--- src/rtl/nbp_pkg.sv ---
package nbp_pkg;

  typedef enum logic [1:0] {
    ST_IDLE  = 2'd0,
    ST_REQ   = 2'd1,
    ST_RECV  = 2'd2,
    ST_CHECK = 2'd3
  } probe_state_e;

  localparam int HDR_LEN      = 16;
  localparam int SIG_FIRST    = 0;
  localparam int IDENT_FIRST  = 12;
  localparam int SMALL_PAGE   = 512;
  localparam int SMALL_SPARE  = 16;
  localparam int LARGE_PAGE   = 2048;
  localparam int LARGE_SPARE  = 64;
  localparam int MIN_ADDR_B   = 2;

  // Signature expected at the start of sector 0
  function automatic logic [7:0] sig_byte(input logic [1:0] k);
    case (k)
      2'd0:    sig_byte = 8'h56;
      2'd1:    sig_byte = 8'h4C;
      2'd2:    sig_byte = 8'h4E;
      default: sig_byte = 8'h35;
    endcase
  endfunction

  // Optional boot ident pattern
  function automatic logic [7:0] ident_byte(input logic [1:0] k);
    case (k)
      2'd0:    ident_byte = 8'h42;
      2'd1:    ident_byte = 8'h6F;
      2'd2:    ident_byte = 8'h4F;
      default: ident_byte = 8'h74;
    endcase
  endfunction

endpackage

--- src/rtl/nbp_hdr_capture.sv ---
module nbp_hdr_capture
  import nbp_pkg::*;
#(
  parameter int SECTOR_BYTES = 512
) (
  input  logic        clk,
  input  logic        rst_n,
  input  logic        clear,
  input  logic        beat,
  input  logic [7:0]  byte_in,
  output logic        last_beat,
  output logic        sig_match,
  output logic        ident_match,
  output logic [15:0] f_type,
  output logic [7:0]  f_blk,
  output logic [7:0]  f_flash,
  output logic [15:0] f_ns,
  output logic [15:0] f_extra
);
  localparam int IDX_W = $clog2(SECTOR_BYTES);
  localparam logic [IDX_W-1:0] LAST_IDX = IDX_W'(SECTOR_BYTES - 1);

  logic [IDX_W-1:0] idx_q;
  logic [7:0]       hdr_q [HDR_LEN];

  assign last_beat = beat && (idx_q == LAST_IDX);

  always_ff @(posedge clk or negedge rst_n) begin
    if (!rst_n)         idx_q <= '0;
    else if (clear)     idx_q <= '0;
    else if (last_beat) idx_q <= '0;
    else if (beat)      idx_q <= idx_q + 1'b1;
  end

  // One capture register per header byte
  for (genvar g = 0; g < HDR_LEN; g++) begin : g_hdr
    always_ff @(posedge clk or negedge rst_n) begin
      if (!rst_n)                                hdr_q[g] <= '0;
      else if (beat && idx_q == IDX_W'(g))       hdr_q[g] <= byte_in;
    end
  end

  logic in_sig, in_ident;
  assign in_sig   = (idx_q < IDX_W'(SIG_FIRST + 4));
  assign in_ident = (idx_q >= IDX_W'(IDENT_FIRST)) && (idx_q < IDX_W'(IDENT_FIRST + 4));

  always_ff @(posedge clk or negedge rst_n) begin
    if (!rst_n) begin
      sig_match   <= 1'b0;
      ident_match <= 1'b0;
    end else if (clear) begin
      sig_match   <= 1'b1;
      ident_match <= 1'b1;
    end else if (beat) begin
      if (in_sig && byte_in != sig_byte(idx_q[1:0]))
        sig_match <= 1'b0;
      if (in_ident && byte_in != ident_byte(idx_q[1:0]))
        ident_match <= 1'b0;
    end
  end

  assign f_type  = {hdr_q[5], hdr_q[4]};
  assign f_blk   = hdr_q[6];
  assign f_flash = hdr_q[7];
  assign f_ns    = {hdr_q[9], hdr_q[8]};
  assign f_extra = {hdr_q[11], hdr_q[10]};

endmodule

--- src/rtl/nbp_geom_decode.sv ---
module nbp_geom_decode
  import nbp_pkg::*;
(
  input  logic [7:0]  type_lo,
  input  logic [15:0] extra,
  input  logic        ident_ok,
  output logic [11:0] page_bytes,
  output logic [6:0]  spare_bytes,
  output logic [2:0]  addr_bytes,
  output logic [16:0] boot_sectors
);
  always_comb begin
    if (type_lo[0]) begin
      page_bytes  = 12'(LARGE_PAGE);
      spare_bytes = 7'(LARGE_SPARE);
    end else begin
      page_bytes  = 12'(SMALL_PAGE);
      spare_bytes = 7'(SMALL_SPARE);
    end
    addr_bytes   = 3'(MIN_ADDR_B) + {1'b0, type_lo[2:1]};
    boot_sectors = ident_ok ? ({1'b0, extra} + 17'd1) : 17'd0;
  end
endmodule

--- src/rtl/nand_boot_probe.sv ---
module nand_boot_probe
  import nbp_pkg::*;
#(
  parameter int SECTOR_BYTES = 512,
  parameter int NUM_TYPES    = 6,
  parameter int TYPE_W       = 3
) (
  input  logic              clk,
  input  logic              rst_n,
  input  logic              start,
  input  logic              present,
  output logic              rd_req_valid,
  input  logic              rd_req_ready,
  output logic [TYPE_W-1:0] rd_req_type,
  input  logic              rd_data_valid,
  output logic              rd_data_ready,
  input  logic [7:0]        rd_data,
  output logic              busy,
  output logic              done,
  output logic              no_flash,
  output logic              probe_fail,
  output logic              hdr_valid,
  output logic              no_boot_code,
  output logic [TYPE_W-1:0] found_type,
  output logic [15:0]       hdr_type,
  output logic [11:0]       page_bytes,
  output logic [6:0]        spare_bytes,
  output logic [2:0]        addr_bytes,
  output logic [7:0]        block_exp,
  output logic [7:0]        flash_exp,
  output logic [15:0]       access_ns,
  output logic [16:0]       boot_sectors
);
  localparam logic [TYPE_W-1:0] LAST_TRY = TYPE_W'(NUM_TYPES - 1);

  probe_state_e      state_q;
  logic [TYPE_W-1:0] try_q;

  logic        cap_clear, cap_beat, cap_last, cap_sig, cap_ident;
  logic [15:0] cap_type, cap_ns, cap_extra;
  logic [7:0]  cap_blk, cap_flash;
  logic [11:0] dec_page;
  logic [6:0]  dec_spare;
  logic [2:0]  dec_addr;
  logic [16:0] dec_boot;

  assign rd_req_valid  = (state_q == ST_REQ);
  assign rd_req_type   = try_q;
  assign rd_data_ready = (state_q == ST_RECV);
  assign busy          = (state_q != ST_IDLE);
  assign cap_clear     = rd_req_valid && rd_req_ready;
  assign cap_beat      = rd_data_ready && rd_data_valid;

  nbp_hdr_capture #(.SECTOR_BYTES(SECTOR_BYTES)) cap_i (
    .clk        (clk),
    .rst_n      (rst_n),
    .clear      (cap_clear),
    .beat       (cap_beat),
    .byte_in    (rd_data),
    .last_beat  (cap_last),
    .sig_match  (cap_sig),
    .ident_match(cap_ident),
    .f_type     (cap_type),
    .f_blk      (cap_blk),
    .f_flash    (cap_flash),
    .f_ns       (cap_ns),
    .f_extra    (cap_extra)
  );

  nbp_geom_decode dec_i (
    .type_lo     (cap_type[7:0]),
    .extra       (cap_extra),
    .ident_ok    (cap_ident),
    .page_bytes  (dec_page),
    .spare_bytes (dec_spare),
    .addr_bytes  (dec_addr),
    .boot_sectors(dec_boot)
  );

  always_ff @(posedge clk or negedge rst_n) begin
    if (!rst_n) begin
      state_q      <= ST_IDLE;
      try_q        <= '0;
      done         <= 1'b0;
      no_flash     <= 1'b0;
      probe_fail   <= 1'b0;
      hdr_valid    <= 1'b0;
      no_boot_code <= 1'b0;
      found_type   <= '0;
      hdr_type     <= '0;
      page_bytes   <= '0;
      spare_bytes  <= '0;
      addr_bytes   <= '0;
      block_exp    <= '0;
      flash_exp    <= '0;
      access_ns    <= '0;
      boot_sectors <= '0;
    end else begin
      case (state_q)
        ST_IDLE: begin
          if (start) begin
            done         <= !present;
            no_flash     <= !present;
            probe_fail   <= 1'b0;
            hdr_valid    <= 1'b0;
            no_boot_code <= 1'b0;
            try_q        <= '0;
            if (present) state_q <= ST_REQ;
          end
        end
        ST_REQ: begin
          if (rd_req_ready) state_q <= ST_RECV;
        end
        ST_RECV: begin
          if (cap_last) state_q <= ST_CHECK;
        end
        default: begin
          if (cap_sig) begin
            hdr_valid    <= 1'b1;
            done         <= 1'b1;
            no_boot_code <= !cap_ident;
            found_type   <= try_q;
            hdr_type     <= cap_type;
            page_bytes   <= dec_page;
            spare_bytes  <= dec_spare;
            addr_bytes   <= dec_addr;
            block_exp    <= cap_blk;
            flash_exp    <= cap_flash;
            access_ns    <= cap_ns;
            boot_sectors <= dec_boot;
            state_q      <= ST_IDLE;
          end else if (try_q == LAST_TRY) begin
            probe_fail <= 1'b1;
            done       <= 1'b1;
            state_q    <= ST_IDLE;
          end else begin
            try_q   <= try_q + 1'b1;
            state_q <= ST_REQ;
          end
        end
      endcase
    end
  end

endmodule

--- config.mk ---
export PLATFORM = sky130hd
export DESIGN_NAME = nand_boot_probe
export DESIGN_NICKNAME = d
export VERILOG_FILES = /design/src/rtl/nbp_pkg.sv /design/src/rtl/nbp_hdr_capture.sv /design/src/rtl/nbp_geom_decode.sv /design/src/rtl/nand_boot_probe.sv
export SDC_FILE = /design/constraint.sdc
export NUM_CORES = 1
export LEC_CHECK = 0
export ABC_AREA = 1
export BUFFER_PORTS_ARGS = -buffer_cell sky130_fd_sc_hd__clkbuf_2
export CAP_MARGIN = 20
export CORE_MARGIN = 2
export CORE_UTILIZATION = 51
export DETAILED_ROUTE_END_ITERATION = 10
export PLACE_DENSITY = 0.77
export SKIP_LAST_GASP = 1
export SYNTH_ARGS = -nofsm -noshare
export SYNTH_HDL_FRONTEND = slang
export SYNTH_SLANG_ARGS = --single-unit
--- constraint.sdc ---
create_clock -name clk -period 1.6 [get_ports clk]
set_clock_uncertainty 0.15 [all_clocks]
set_input_delay 0.32 -clock clk [delete_from_list [all_inputs] [get_ports clk]]
set_output_delay 0.32 -clock clk [all_outputs]
set_load 0.03 [all_outputs]
# Yosys cells after proc, flatten, opt, wreduce, memory -nomap -nowiden
# Index checks and enable logic that the tools add are counted.
[classes]
add_sub_neg = 4
n_lt_le_gt_ge = 3
eq_ne = 22
mux = 40
bitwise_logic = 2
n_reduce_logical = 37
[ops]
columns = ["operator", "count"]
rows = [
  ["9-bit by 3-bit equality test with 1-bit output, second input constant", 4],
  ["9-bit by 4-bit equality test with 1-bit output, second input constant", 4],
  ["8-bit 2-to-1 mux", 4],
  ["9-bit 2-to-1 mux", 3],
  ["7-bit one-hot mux with 3 select lines", 1],
  ["6-bit one-hot mux with 3 select lines", 1],
  ["16-bit by 1-bit adder with 17-bit output, second input constant", 1],
  ["17-bit 2-to-1 mux", 1],
  ["8-bit != test", 2],
  ["1-bit 2-to-1 mux", 15],
  ["1-bit logical AND", 14],
  ["12-bit 2-to-1 mux", 1],
  ["4-bit AND reduction", 3],
  ["2-bit nonzero test", 6],
  ["9-bit by 1-bit adder with 9-bit output, second input constant", 1],
  ["9-bit equality test, second input constant", 1],
  ["9-bit by 4-bit greater-or-equal comparator with 1-bit output, second input constant", 1],
  ["9-bit by 3-bit less-than comparator with 1-bit output, second input constant", 1],
  ["9-bit by 5-bit less-than comparator with 1-bit output, second input constant", 1],
  ["3-bit 2-to-1 mux", 3],
  ["2-bit 2-to-1 mux", 4],
  ["1-bit one-hot mux with 2 select lines", 4],
  ["2-bit AND reduction", 4],
  ["7-bit 2-to-1 mux", 1],
  ["other kinds (16)", 27],
]
[word_totals]
reg_bits = 175
inputBits = 14
out_inout_bits = 101
elab_cells = 135

# Logic depth before layout (Yosys ltp)
# Gate-level depths: netlist (run 1).
[logic_depth]
depth_word = 9
depth_mapped = 11
mapped_depth_nobuf = 11

# Modules after synthesis
# From an unflattened synthesis (run 1), not the netlist that was laid out.
[hier_totals]
cells_unflattened = 977
area_unflattened_um2 = 8145.3
[by_module_without_submodules]
columns = ["mod", "n_inst", "cells_each", "area_each_um2", "seq_area_each_um2"]
rows = [
  ["nand_boot_probe", 1, 489, 4265.3, 2502.4],
  ["nbp_hdr_capture", 1, 358, 3254.4, 1876.8],
  ["nbp_geom_decode", 1, 130, 625.6, 0.0],
]

# Worst setup path after synthesis (run 1)
# OpenSTA, ideal clock, no wires.
[synth_path]
path_type = "reg2reg"
startpoint = "register state_q[0]"
endpoint = "register cap_i.hdr_q, in the netlist cap_i.f_ns[15]"
setup_ns = 0.130
t_arrival_ns = 1.720
t_required_ns = 1.320
setup_slack_ns = -0.400
stages_incl_launch_ff = 11
n_path_buf = 1
synth_period_minus_slack_ns = 2.000
path_cell_list = "dfrtp_1 -> inv_1 -> ha_1 -> nand2_1 -> inv_1 -> nand2_1 -> nor2_1 -> nand2_1 -> buf_6 -> nand2_1 -> o21ai_0"
[synth_via]
elab_chain_len = 3
[synth_lines]
columns = ["item", "line", "source"]
rows = [
  ["start, declared", "nand_boot_probe.sv:36", "probe_state_e state_q;"],
  ["start signal, assigned", "nand_boot_probe.sv:82", "state_q <= ST_IDLE;"],
  ["start signal, assigned", "nand_boot_probe.sv:108", "if (present) state_q <= ST_REQ;"],
  ["start signal, assigned", "nand_boot_probe.sv:112", "if (rd_req_ready) state_q <= ST_RECV;"],
  ["2-bit equality test", "nand_boot_probe.sv:49", "assign rd_data_ready = (state_q == ST_RECV);"],
  ["named net rd_data_ready", "nand_boot_probe.sv:16", "output logic rd_data_ready,"],
  ["1-bit logical AND", "nand_boot_probe.sv:52", "assign cap_beat = rd_data_ready && rd_data_valid;"],
  ["1-bit logical AND", "nbp_hdr_capture.sv:39", "else if (beat && idx_q == IDX_W'(g)) hdr_q[g] <= byte_in;"],
  ["end signal, assigned by index", "nbp_hdr_capture.sv:39", ""],
  ["end, declared", "nbp_hdr_capture.sv:24", "logic [7:0] hdr_q [HDR_LEN];"],
]
# The timed path passes the listed nets, and every way through them passes these cells.
# A chain may end at the register's enable or synchronous reset.

# Worst setup path after layout (run 1)
[layout_path]
startpoint = "register cap_i.idx_q[6]"
endpoint = "register cap_i.hdr_q, in the netlist cap_i.f_flash[5]"
[layout_via]
elab_chain_len = 2
[layout_lines]
columns = ["item", "line", "source"]
rows = [
  ["start, declared", "nbp_hdr_capture.sv:23", "logic [IDX_W-1:0] idx_q;"],
  ["start signal, assigned", "nbp_hdr_capture.sv:32", "else if (beat) idx_q <= idx_q + 1'b1;"],
  ["9-bit by 3-bit equality test with 1-bit output", "nbp_hdr_capture.sv:39", ""],
  ["1-bit logical AND", "nbp_hdr_capture.sv:39", ""],
]
# No other way between the ends.

==> results of run 1 <==
-- logic make-up after synthesis --
family	count (synthesis)
buffers and inverters	91
adders and majority gates	12
DFF	155
other	1
xor gates and xnor gates	6
and+or+nand+nor	392
AOI/OAI and AO/OA	111
-- per-layer routing --
layer | track usage | part of all wire | vias to the layer above
met5 | 0 | 0 | -
met1 | 0.3435 | 0.36 | 3318
met3 | 0.06081 | 0.075 | 107
met4 | 0.1198 | 0.046 | 0
met2 | 0.4637 | 0.51 | 398
li1 | - | - | 2843
-- area by class of cell --
class | instances | area (um2)
timing repair buffer | 206 | 1764
sequential | 155 | 3881
inverter | 48 | 212.7
clock inverter | 10 | 140.1
clock buffer | 22 | 474.2
tap | 172 | 215.2
multi-input combinational | 542 | 3697
fill | 670 | 2337
-- timing repair --
action                                  4_1_cts  5_1_grt
pin swaps                                    41       62
cloned                                        7        9
hold buffers                                  2        0
setup buffers                                22       14
endpoints found under the setup margin       90      155
gates resized for setup                     152      248
endpoints found under the hold margin       156        0
-- state kept, by name (all words and copies together) (netlist names), 2 cells and up --
signal / cells
flash_exp: 8
cap_i.f_extra: 16
found_type: 3
rd_req_type: 3
hdr_type: 16
cap_i.idx_q: 9
cap_i.f_blk: 8
cap_i.f_flash: 8
block_exp: 8
cap_i.f_type: 16
state_q: 2
access_ns: 16
cap_i.f_ns: 16
boot_sectors: 17
-- power by group through the flow --
stage               Combinational, mW  Clock, mW  Sequential (mW)
detailed placement               5.49          0             5.77
CTS                              6.51       4.16             5.77
global placement                 5.36          0             5.74
floorplan                        2.51          0             6.82
global route                     8.90       4.43             6.20
finish                           8.46       4.26             6.10
-- metrics by stage --
step	total power, mW	util	instance area (um2)
final	18.81	0.8163	10390
after global routing	19.53	0.8163	10390
after CTS	16.44	0.7293	9279
after detailed placement	11.26	0.6187	7871
after global placement	11.10	0.6187	7871
after floorplan	9.330	-	6874
-- worst register-to-register path, cell delays in order (launching register included) --
cell	delay (ps)
dfrtp_1	410
nor2_1	210
nand2_2	150
nor3_4	270
buf_12	190
buf_4	160
nand2_8	80
nand2_1	80
o21ai_1	90
-- worst max path at each step --
stage                               endpoint  depth (start not counted)
6_report        cap_i.f_flash[5]$_DFFE_PN0P_                          8
5_1_grt         cap_i.f_flash[5]$_DFFE_PN0P_                          8
4_1_cts                         rd_req_valid                          4
3_5_place_dp      cap_i.idx_q[6]$_DFFE_PN0P_                          9
3_3_place_gp   cap_i.ident_match$_DFFE_PN0P_                          9
2_1_floorplan    cap_i.f_type[6]$_DFFE_PN0P_                          8
-- synth_stat cells (2+ instances only) --
library cell	count	share of area
nor3_4	2	0.0048
buf_4	20	0.022
inv_1	45	0.025
dfrtp_1	155	0.58
buf_6	8	0.013
o21ai_0	71	0.053
a21oi_1	10	0.0074
nand2_1	313	0.17
nand3_1	26	0.019
nor3_1	4	0.0030
ha_1	12	0.022
clkinv_1	2	0.0011
nor2_1	33	0.018
o21ai_1	20	0.015
xor2_1	6	0.0078
clkbuf_1	14	0.0078
nand4_1	4	0.0037
nand2_2	5	0.0047
==> impl_results.md, run 1 <==
* Run status: finished with violations
* Failing checks: negative setup slack
* Number of global-route vias before repair at 6017
* Crit-path leading delay family: simple AND/OR/NAND/NOR gates
* Hold worst-path end: no_flash$_DFFE_PN0P_
* Placed instance count at 1074
* Die height at 118.8 um
* Initial antenna violation count at 0
* Cell area after synthesis at 6719 um2
* Share of layout cells above drive strength 1 at 0.4822
* Nets at 996
* Int Pwr at 10.88 mW
* Total I/O pin count at 115
* Hold path cells at 3
* Combinational Power Share at 0.450
* Min-Delay Path Class: in -> reg
* XOR/XNOR share of the synthesized area at 0.007821
* Number of nets still failing antenna checks after routing at 0
* Mapped Cells at 768
* Clock Latency Late Sink at 440 ps
* Post-Synth Adder-Cell Area at 0.02235
* DRC viols at 0
* Slowest CP cell: dfrtp_1
* Complex-gate fraction of the synthesized area at 0.08715
* Switch share at 0.4218
* Core Rows at 41
* Period utilisation layout at 1.198
* VDD IR max at 0.001570 V
* Psw at 7.935 mW
* Drt pass-1 iters at 7
* Die W at 118.8 um
* Final setup viols at 150
* Seq cells post-synth at 155
* Clk buf depth at 2
* Critical Path Sink Type: flip-flop
* Min Hold Slack at 97.54 ps
* Largest family of logic cells by synthesized area: simple AND/OR/NAND/NOR gates
* H-tree levels at 4
* Critical path peak fanout at 8
* Via count at 6666
* CTS tree: built
* Final Hold Viols at 0
* Crit start category: flip-flop
* Synth cell types at 36
* CP Launch Point: cap_i.idx_q[6]$_DFFE_PN0P_
* Pwr Density at 1811 nW/um2
* Share of flip-flops with an asynchronous set or reset at 1.000
* Gr ovfl total at 0
* Core footprint at 12720 um2
* Reg-to-reg critical path endpoint: cap_i.f_flash[5]$_DFFE_PN0P_
* Setup ws final at -317.4 ps
* Root buffer cell: clkbuf_16
* Reg2reg path depth at 8
* Synth warn at 0
* Most common cell after layout, fill and taps aside: nand2_1
* Clk pwr share at 0.226
* Setup TNS at -26020 ps
* Via density per instance at 5.771
* Data required, critical path at 1740 ps
* First-pass GRT wire length at 30520 um
* Die area at 14110 um2
* Static Leak at 5.536 nW
* CP Cell Sequence: nor2_1, nand2_2, nor3_4, buf_12, buf_4, nand2_8, nand2_1, o21ai_1
* Minimum clock period after layout at 1917 ps
* FMAX at 521.6 MHz
* HP Start: start
* Area Overhead vs Synth at 54.56%
* Reg-to-reg startpoint: cap_i.idx_q[6]$_DFFE_PN0P_
* Number of synthesized flops with an enable pin at 0
* Largest net degree at the start of global routing at 44
* Post-synthesis sequential area ratio at 0.5773
* Unrepaired setup endpoints after global routing: true
* Routed wire length per instance at 20.61 um
* CTS clock-pin slew for the worst setup and hold paths at 60 ps
* Reg2Reg Setup Slack at -320 ps
* Iteration-0 DRC Markers at 599
* Mux cell area share after synthesis at 0
* Post-route insts no fill at 1155
* CP Class: reg -> reg
* Synthesized area per cell at 8.749 um2
* Clock buffer count from CTS at 17
* Post-DP HPWL at 10920 um
* Placer Congestion at 0.9160
* Crit-path max cell delay at 410 ps
* Total GRT Usage at 0.2763
* Max-cap check violation count at 0
* Most frequent cells in the layout: 174 x nand2_1, 153 x dfrtp_1, 95 x clkbuf_2, 81 x nand2_2, 59 x buf_4
* Share of power burned in registers at 0.324
* Pre-CTS WS at -105.8 ps
* IO Port Bufs at 99
* Worst path bufs/invs at 2
* Clock Sinks at 155
* Worst Path Arrival at 2060 ps
* Final wirelength at 23810 um
* Ys flop type: dfrtp_1
* Antenna cells at 0
* Final Max Slew Viols at 0
* Initial core utilization at 0.5281
* Post-synthesis simple-gate area fraction at 0.2337
Note: power is estimated with default switching activity, not from simulation.
==> inputs of run 2 (changes only) <==
Settings changed: CAP_MARGIN 20 to default, REMOVE_ABC_BUFFERS from default to 1.
==> impl_results.md, run 2 (same netlist as run 1, synthesis figures left out) <==
* Run status: finished with violations (unchanged)
* Failing checks: negative setup slack (unchanged)
* Static Leak at 4.983 nW (was 5.536 nW)
* Clk buf depth at 2 (unchanged)
* Most frequent cells in the layout: 256 x nand2_1, 153 x dfrtp_1, 95 x clkbuf_2, 62 x buf_4, 56 x o21ai_1 (was 174 x nand2_1, 153 x dfrtp_1, 95 x clkbuf_2, 81 x nand2_2, 59 x buf_4)
* First-pass GRT wire length at 29190 um (was 30520 um)
* Clock Latency Late Sink at 440 ps (about the same)
* Largest Register: boot_sectors (unchanged)
* H-tree levels at 4 (unchanged)
* CTS tree: built (unchanged)
* HP Start: start (unchanged)
* Via density per instance at 5.537 (was 5.771)
* Pwr Density at 1812 nW/um2 (was 1811 nW/um2)
* Final setup viols at 152 (was 150)
* Crit start category: flip-flop (unchanged)
* FMAX at 530.6 MHz (was 521.6 MHz)
* Clock buffer count from CTS at 17 (unchanged)
* Initial antenna violation count at 0 (unchanged)
* Core footprint at 12720 um2 (unchanged)
* Nets at 992 (was 996)
* Min Hold Slack at 78.10 ps (was 97.54 ps)
* Setup TNS at -22450 ps (was -26020 ps)
* Total GRT Usage at 0.2660 (was 0.2763)
* Final Max Slew Viols at 0 (unchanged)
* Reg-to-reg startpoint: state_q[0]$_DFFE_PN0P_ (was cap_i.idx_q[6]$_DFFE_PN0P_)
* Setup ws final at -284.8 ps (was -317.4 ps)
* Final wirelength at 22020 um (was 23810 um)
* Reg2Reg Setup Slack at -280 ps (was -320 ps)
* Largest net degree at the start of global routing at 51 (was 44)
* CP Class: reg -> reg (unchanged)
* Drt pass-1 iters at 6 (was 7)
* Die W at 118.8 um (unchanged)
* Min-Delay Path Class: in -> reg (unchanged)
* Area Overhead vs Synth at 44.15% (was 54.56%)
* Post-DP HPWL at 10360 um (was 10920 um)
* Antenna cells at 0 (unchanged)
* Number of nets still failing antenna checks after routing at 0 (unchanged)
* CTS clock-pin slew for the worst setup and hold paths at 60 ps (about the same)
* Max FFs per register at 17 (unchanged)
* Critical Path Sink Type: flip-flop (unchanged)
* Gr ovfl total at 0 (unchanged)
* DRC viols at 0 (unchanged)
* Reg2reg path depth at 11 (was 8)
* Reg-to-reg critical path endpoint: cap_i.f_ns[11]$_DFFE_PN0P_ (was cap_i.f_flash[5]$_DFFE_PN0P_)
* Hold path cells at 3 (unchanged)
* Fill count at 791 (was 670)
* Root buffer cell: clkbuf_16 (unchanged)
* Data required, critical path at 1760 ps (was 1740 ps)
* Routed wire length per instance at 19.14 um (was 20.61 um)
* Most common cell after layout, fill and taps aside: nand2_1 (unchanged)
* Unrepaired setup endpoints after global routing: true (unchanged)
* Core Rows at 41 (unchanged)
* Placer Congestion at 0.8815 (was 0.9160)
* Worst Path Arrival at 2040 ps (was 2060 ps)
* Clock Sinks at 155 (unchanged)
* Period utilisation layout at 1.178 (was 1.198)
* Max-cap check violation count at 0 (unchanged)
* Die height at 118.8 um (unchanged)
* Total I/O pin count at 115 (unchanged)
* Critical path peak fanout at 8 (unchanged)
* Final Hold Viols at 0 (unchanged)
* VDD IR max at 0.001307 V (was 0.001570 V)
* Hold worst-path end: no_flash$_DFFE_PN0P_ (unchanged)
* Initial core utilization at 0.5281 (unchanged)
* IO Port Bufs at 99 (unchanged)
* Share of layout cells above drive strength 1 at 0.3926 (was 0.4822)
* Die area at 14110 um2 (unchanged)
* Number of global-route vias before repair at 5859 (was 6017)
* Iteration-0 DRC Markers at 634 (was 599)
* Minimum clock period after layout at 1885 ps (was 1917 ps)
* Power Total at 17.55 mW (was 18.81 mW)
* Via count at 6367 (was 6666)
-- run 2: worst max-delay path by stage --
stage                                    to  slack (ps)                    from  cells after the start
4_1_cts                        rd_req_valid        -250  state_q[0]$_DFFE_PN0P_                      4
3_3_place_gp   cap_i.f_type[13]$_DFFE_PN0P_        -170  state_q[0]$_DFFE_PN0P_                     10
2_1_floorplan  boot_sectors[13]$_DFFE_PN0P_       -2600  state_q[0]$_DFFE_PN0P_                      9
3_5_place_dp   cap_i.f_type[13]$_DFFE_PN0P_        -250  state_q[0]$_DFFE_PN0P_                     10
5_1_grt          cap_i.f_ns[11]$_DFFE_PN0P_        -340  state_q[0]$_DFFE_PN0P_                     11
6_report         cap_i.f_ns[11]$_DFFE_PN0P_        -280  state_q[0]$_DFFE_PN0P_                     11
-- run 2: routing by layer --
metal  wire length, um  GRT usage  vias up  share of wire
met3              1779    0.06660      106          0.081
met5                 0          0        -              0
met4              1177    0.09896        0          0.053
met1              8015     0.3220     3072           0.36
li1                  -          -     2821              -
met2             11040     0.4583      368           0.50
-- run 2: cell type report --
type                    instances  area, um2  share of cell area
well taps                     172      215.2             0.02222
clock buffers                  19      432.9             0.04470
flip-flops and latches        155       3881              0.4007
repair buffers                206       1699              0.1754
multi-input cells             538       3117              0.3218
clock inverters                12      117.6             0.01214
inverters                      48      222.7             0.02299
-- run 2: worst max-delay path, cell delays in order, from the launching register on --
cell	delay [ps]
dfrtp_1	410
inv_2	130
ha_4	180
nand2_4	90
inv_4	90
nand2_8	80
nor2_4	130
buf_6	130
nand2_8	70
buf_12	150
nand2_2	60
o21ai_1	80
-- run 2: where the power goes --
group          internal, mW  switching (mW)  total, mW
registers              5.01           0.847       5.86
clock network          2.15            1.70       3.85
logic                  3.01            4.83       7.84
-- run 2: what timing repair did --
item	CTS	global route
buffers inserted	20	12
resized for setup	154	147
hold buffers	2	0
hold endpoints to repair	157	0
endpoints found under the setup margin	94	135
gates cloned	5	8
pin swaps	22	45
-- run 2: metrics by stage --
step / setup WS (ps) / utilization / std cells / cell area (um2)
after global placement: -171.6 / 0.6091 / 1074 / 7749
final: -284.8 / 0.7613 / 1150 / 9686
after floorplan: -2596 / - / 739 / 6474
after CTS: -246.9 / 0.7064 / 1132 / 8987
after detailed placement: -250.9 / 0.6091 / 1074 / 7749
after global routing: -338.2 / 0.7613 / 1150 / 9686
